[config.mk]
export PLATFORM = sky130hd
export DESIGN_NAME = sdbg_auth
export DESIGN_NICKNAME = d
export VERILOG_FILES = /design/src/rtl/sdbg_pkg.sv /design/src/rtl/sdbg_cfg_bank.sv /design/src/rtl/sdbg_core_gate.sv /design/src/rtl/sdbg_auth.sv
export SDC_FILE = /design/constraint.sdc
export NUM_CORES = 1
export LEC_CHECK = 0
export BUFFER_PORTS_ARGS = -buffer_cell sky130_fd_sc_hd__buf_2
export CAP_MARGIN = 20
export CORE_MARGIN = 10
export CORE_UTILIZATION = 46
export DETAILED_ROUTE_END_ITERATION = 8
export PLACE_DENSITY = 0.83
export REMOVE_ABC_BUFFERS = 1
export SLEW_MARGIN = 30
export SYNTH_ARGS = -nofsm -noshare
export SYNTH_HDL_FRONTEND = slang
export SYNTH_SLANG_ARGS = --single-unit
[constraint.sdc]
create_clock -name clk -period 2.9 [get_ports clk]
set_input_delay 0.435 -clock clk [delete_from_list [all_inputs] [get_ports clk]]
set_output_delay 0.435 -clock clk [all_outputs]
set_load 0.02 [all_outputs]
[src/rtl/sdbg_pkg.sv]
package sdbg_pkg;

  // Secure-user configuration: bit 0 halting, bit 1 trace
  typedef struct packed {
    logic u_trc;
    logic u_inv;
  } ucfg_t;

  typedef struct packed {
    logic trc;
    logic inv;
  } perm_t;

  // Effective global trace gate for the selected mode
  function automatic logic trace_gate(input logic legacy, input logic g_inv,
                                      input logic g_trc);
    return legacy ? g_inv : g_trc;
  endfunction

  // Four-way permission decision for one core
  function automatic perm_t grant(input logic legacy, input logic secure,
                                  input logic priv, input logic g_inv,
                                  input logic g_trc, input logic s_inv,
                                  input logic s_trc, input ucfg_t ucfg);
    perm_t p;
    logic  tg;
    tg = trace_gate(legacy, g_inv, g_trc);
    if (!secure) begin
      p.inv = g_inv;
      p.trc = tg;
    end else if (priv) begin
      p.inv = g_inv & s_inv;
      p.trc = tg & s_trc;
    end else begin
      p.inv = g_inv & ucfg.u_inv;
      p.trc = tg & ucfg.u_trc;
    end
    return p;
  endfunction

endpackage

[src/rtl/sdbg_cfg_bank.sv]
module sdbg_cfg_bank
  import sdbg_pkg::*;
#(
  parameter int NUM_CORES = 4,
  localparam int IDX_W = (NUM_CORES > 1) ? $clog2(NUM_CORES) : 1
) (
  input  logic                   clk,
  input  logic                   rst_n,
  input  logic                   wr_valid,
  input  logic [IDX_W-1:0]       wr_core,
  input  logic [1:0]             wr_data,
  input  logic                   wr_secure,
  input  logic                   wr_priv,
  input  logic [IDX_W-1:0]       rd_core,
  output logic [1:0]             rd_data,
  output logic                   err_q,
  output logic                   wr_accept,
  output logic                   wr_reject,
  output logic [2*NUM_CORES-1:0] cfg_flat
);

  ucfg_t cfg_q [NUM_CORES];

  assign wr_accept = wr_valid & wr_secure & wr_priv;
  assign wr_reject = wr_valid & ~(wr_secure & wr_priv);

  for (genvar i = 0; i < NUM_CORES; i++) begin : g_reg
    always_ff @(posedge clk or negedge rst_n) begin
      if (!rst_n) begin
        cfg_q[i] <= '0;
      end else if (wr_accept && (wr_core == IDX_W'(i))) begin
        cfg_q[i] <= ucfg_t'(wr_data);
      end
    end
    assign cfg_flat[2*i +: 2] = cfg_q[i];
  end

  always_ff @(posedge clk or negedge rst_n) begin
    if (!rst_n) begin
      err_q <= 1'b0;
    end else begin
      err_q <= wr_reject;
    end
  end

  always_comb begin
    rd_data = '0;
    for (int k = 0; k < NUM_CORES; k++) begin
      if (rd_core == IDX_W'(k)) begin
        rd_data = cfg_q[k];
      end
    end
  end

endmodule

[src/rtl/sdbg_core_gate.sv]
module sdbg_core_gate
  import sdbg_pkg::*;
#(
  parameter bit LEGACY_TRACE = 1'b0
) (
  input  logic  clk,
  input  logic  rst_n,
  input  logic  secure,
  input  logic  priv,
  input  logic  g_inv,
  input  logic  g_trc,
  input  logic  s_inv,
  input  logic  s_trc,
  input  ucfg_t ucfg,
  output logic  inv_q,
  output logic  trc_q
);

  perm_t next_p;

  always_comb begin
    next_p = grant(LEGACY_TRACE, secure, priv, g_inv, g_trc, s_inv, s_trc, ucfg);
  end

  always_ff @(posedge clk or negedge rst_n) begin
    if (!rst_n) begin
      inv_q <= 1'b0;
      trc_q <= 1'b0;
    end else begin
      inv_q <= next_p.inv;
      trc_q <= next_p.trc;
    end
  end

endmodule

[src/rtl/sdbg_auth.sv]
module sdbg_auth
  import sdbg_pkg::*;
#(
  parameter int NUM_CORES    = 4,
  parameter bit LEGACY_TRACE = 1'b0,
  localparam int IDX_W = (NUM_CORES > 1) ? $clog2(NUM_CORES) : 1
) (
  input  logic                 clk,
  input  logic                 rst_n,
  input  logic [NUM_CORES-1:0] core_secure,
  input  logic [NUM_CORES-1:0] core_priv,
  input  logic [NUM_CORES-1:0] glb_inv_en,
  input  logic [NUM_CORES-1:0] glb_trc_en,
  input  logic [NUM_CORES-1:0] sp_inv_en,
  input  logic [NUM_CORES-1:0] sp_trc_en,
  input  logic                 cfg_wr_valid,
  input  logic [IDX_W-1:0]     cfg_wr_core,
  input  logic [1:0]           cfg_wr_data,
  input  logic                 cfg_wr_secure,
  input  logic                 cfg_wr_priv,
  input  logic [IDX_W-1:0]     cfg_rd_core,
  output logic [1:0]           cfg_rd_data,
  output logic                 cfg_err,
  output logic [NUM_CORES-1:0] inv_ok,
  output logic [NUM_CORES-1:0] trc_ok
);

  // Internal events brought out for the checker
  logic                   wr_accept;
  logic                   wr_reject;
  logic [2*NUM_CORES-1:0] cfg_flat;

  sdbg_cfg_bank #(.NUM_CORES(NUM_CORES)) u_bank (
    .clk       (clk),
    .rst_n     (rst_n),
    .wr_valid  (cfg_wr_valid),
    .wr_core   (cfg_wr_core),
    .wr_data   (cfg_wr_data),
    .wr_secure (cfg_wr_secure),
    .wr_priv   (cfg_wr_priv),
    .rd_core   (cfg_rd_core),
    .rd_data   (cfg_rd_data),
    .err_q     (cfg_err),
    .wr_accept (wr_accept),
    .wr_reject (wr_reject),
    .cfg_flat  (cfg_flat)
  );

  for (genvar i = 0; i < NUM_CORES; i++) begin : g_core
    sdbg_core_gate #(.LEGACY_TRACE(LEGACY_TRACE)) u_gate (
      .clk    (clk),
      .rst_n  (rst_n),
      .secure (core_secure[i]),
      .priv   (core_priv[i]),
      .g_inv  (glb_inv_en[i]),
      .g_trc  (glb_trc_en[i]),
      .s_inv  (sp_inv_en[i]),
      .s_trc  (sp_trc_en[i]),
      .ucfg   (ucfg_t'(cfg_flat[2*i +: 2])),
      .inv_q  (inv_ok[i]),
      .trc_q  (trc_ok[i])
    );
  end

endmodule

==> run summary <==
The count of buffers added on input and output ports is 45. The first-pass detailed-route iteration total came out at 4. Setup repair after global routing left no endpoint under its margin. The classification of the worst-slack hold path was input pin to asynchronous set/reset pin. The H-tree depth came out at 1. The horizontal die dimension was 62.5 um; the clock-pin slew of the registers on the worst-case setup and hold paths was 0.09 ns. Hold violation count in the final report: 0. The detailed placement HPWL is 1690 um, and the worst IR drop on VDD is 0.307 mV.

TritonCTS built the clock tree. The run gives 765 as the number of global-route vias before repair. The number of setup buffers added after CTS is 0. The portion of the clock cycle consumed by the worst path in the final layout came out at 61.4%. Initial detailed-routing violation count: 12. The area inside the core boundary was 1730 um2.

The area growth from synthesis to layout is 26.8%. Counting every sink on the clock net gives 17. The cell taking the most area after synthesis was dfrtp_1. The first-pass GRT wire length was 3310 um. The final core utilization came out at 61.0%. The run gives 0 as the quantity of hold-fixing buffers added after cts. The tree is rooted in a clkbuf_4.

Dividing the detail-routed wire length by the instance count gives 15.7 um. Relative contribution of sequential cells to total power: 53.0%. The detail route stage leaves a number of antenna-violating nets equal to 0.

The layout cell share with drive strength beyond 1 is 62.2%. Setup violations remaining at the end of the flow were counted as 0. Clock skew on the completed layout was measured at 0.00409 ns.

The net switching share of the total power works out to 27.7%. The highest achievable clock rate is 0.562 GHz. The library cells used most frequently in the layout, excluding fill and tap cells, are buf_2 (45), dfrtp_1 (17), a21boi_0 (9), mux2i_1 (8), mux2_2 (6). The sort of element at the end of the critical path is an output pin. The portion of synthesized cell area occupied by the leading cell type was 51.2%; the switching power was 154 uW. After clock tree synthesis, the repair step resized 0 gates. The number of remaining DRC errors is 0.

Maximum number of pins on one net before global-route repair: 18. In this run, the combinational gates consume 25.2% of the power. The tools report the arrival time at the worst endpoint as 1.34 ns. Sorting the synthesized cells by area gives the leading types as dfrtp_1 (51%), mux2i_1 (9.6%), a21boi_0 (8.1%), mux2_2 (8.1%), buf_4 (7.2%).

The minimum period implied by the final worst setup slack is 1.78 ns, and the average footprint of a synthesized cell is 14.6 um2. Routability-driven placement finished with a final weighted congestion of 0.702. The library cell used most frequently in the layout, excluding fill and tap cells, is buf_2. The clock passes through at most 2 buffers. The logs give 57 for the gate count of the mapped netlist and 0 for the max-slew violation total from the final report.

The logs give 402 uW for the internal power and 51.2% for the sequential cell area fraction in the yosys report. The total track usage was 10.3%; the I/O pin count was 46. The repair_antennas step left the layout with diodes totalling 0.

The largest driver fanout on the critical path is 3, and the count of yosys warnings during synthesis is 0. Global routing finished with a remaining overflow of 0. The floorplan step set the die height to 62.5 um.

Measured slew at the worst slew-check pin: 0.366 ns. The clock network burns 21.9% of the power. In the routed layout, each cell is associated on average with a via count of 4.91.

For the leakage power, the log shows 0.546 nW. The flow ran to the end, and the final reports show no timing, DRC or antenna violations. The type of the setup path with the least slack was flip-flop to output pin. Number of cell rows: 15. The clock reaches the later pin of the worst-skew pair after 0.28 ns. STA classifies the critical path startpoint as a flip-flop. The run gives 831 um2 as the summed instance area of the synthesized netlist. The worst endpoint required time is 2.47 ns.

Across the run, the number of max-cap violations was 0. Power spread over the standard cell area amounts to 528 nW/um2. Summing over every cut layer, the via total after detailed routing is 604. The number of library cell types mapped by synthesis was 12. The tools report the initial cell density of the core as 48.1%.

The floorplan step defined a die boundary enclosing 3910 um2. Headroom to the max-slew limit came out at 75.6%. The total length of routed wires was 1930 um. After synthesis the netlist holds a flip-flop and latch count of 17.

For the setup TNS, the log shows 0 ns. Fill cells in the final layout number 161. Buffers inserted during clock tree synthesis total 3. At the end of the flow, the number of nets in the layout was 134.

The number of antenna violations at the first check in global routing came out at 0.
==> per-layer routing <==
metal	track usage, %	up-vias	routed length [um]
li1	-	283	-
met2	17.9	30	982
met3	4.48	0	161
met4	4.19	0	0
met5	0	-	0
met1	10.6	291	785
==> final cells by class <==
cell class              instances  area, um2  share of cell area [%]
clock buffers                   4       26.3                    2.49
flip-flops and latches         17        425                    40.4
multi-input cells              32        345                    32.8
well taps                      25       31.3                    2.97
repair buffers                 45        225                    21.4
==> cells in the mapped netlist <==
cell type,n
mux2_4,2
a21boi_0,9
nand3_1,1
dfrtp_1,17
and3_4,1
nor3b_4,1
mux2i_1,8
buf_4,8
nand3b_1,1
mux2_2,6
mux4_2,2
and3b_4,1
==> flip-flops by register name (all words and copies together) (netlist names) <==
register / count
u_bank.err_q: 1
g_core.u_gate.inv_q: 4
g_core.u_gate.trc_q: 4
u_bank.cfg_flat: 8
==> per-stage QoR <==
| step | setup slack (ns) | instances | hold WS [ns] | power (mW) | area [um2] |
|---|---|---|---|---|---|
| floorplan | 1.48 | 49 | 0.139 | 0.376 | 771 |
| global placement | 1.27 | 119 | 0.365 | 0.436 | 1030 |
| detailed placement | 1.25 | 119 | 0.373 | 0.442 | 1030 |
| CTS | 1.11 | 123 | 0.0550 | 0.565 | 1050 |
| global route | 1.07 | 123 | 0.0738 | 0.590 | 1050 |
| finish | 1.12 | 123 | 0.0501 | 0.556 | 1050 |
==> critical path, stage by stage, from the launching register on <==
cell	delay, ns
dfrtp_1	0.42
mux4_2	0.47
buf_2	0.18
==> power by group through the flow <==
stage / Sequential [mW] / Clock [mW] / Combinational (mW)
final: 0.295 / 0.122 / 0.140
after global routing: 0.300 / 0.137 / 0.154
after CTS: 0.296 / 0.126 / 0.142
after detailed placement: 0.301 / 0 / 0.142
after global placement: 0.300 / 0 / 0.136
after floorplan: 0.305 / 0 / 0.0713
==> worst paths after layout <==
| kind | slack [ns] | depth (start not counted) | end | from |
|---|---|---|---|---|
| min | 0.05 | 1 | g_core[0].u_gate.inv_q | rst_n |
| min in group clk | 0.34 | 2 | u_bank.err_q | cfg_wr_secure |
| max reg2reg | 2.11 | 1 | u_bank.cfg_flat[5] | u_bank.cfg_flat[5] |
| max in group asynchronous | 2.58 | 1 | g_core[2].u_gate.trc_q | rst_n |
| min reg2reg | 0.55 | 1 | u_bank.cfg_flat[1] | u_bank.cfg_flat[1] |
| max | 1.12 | 2 | cfg_rd_data[1] | u_bank.cfg_flat[5] |
==> cell families after synthesis <==
family          synth area share [%]
simple gates                    6.63
flops                           51.2
buf+inv                         7.23
compound gates                  8.13
mux                             26.8
Note: power is estimated with default switching activity, not from simulation.
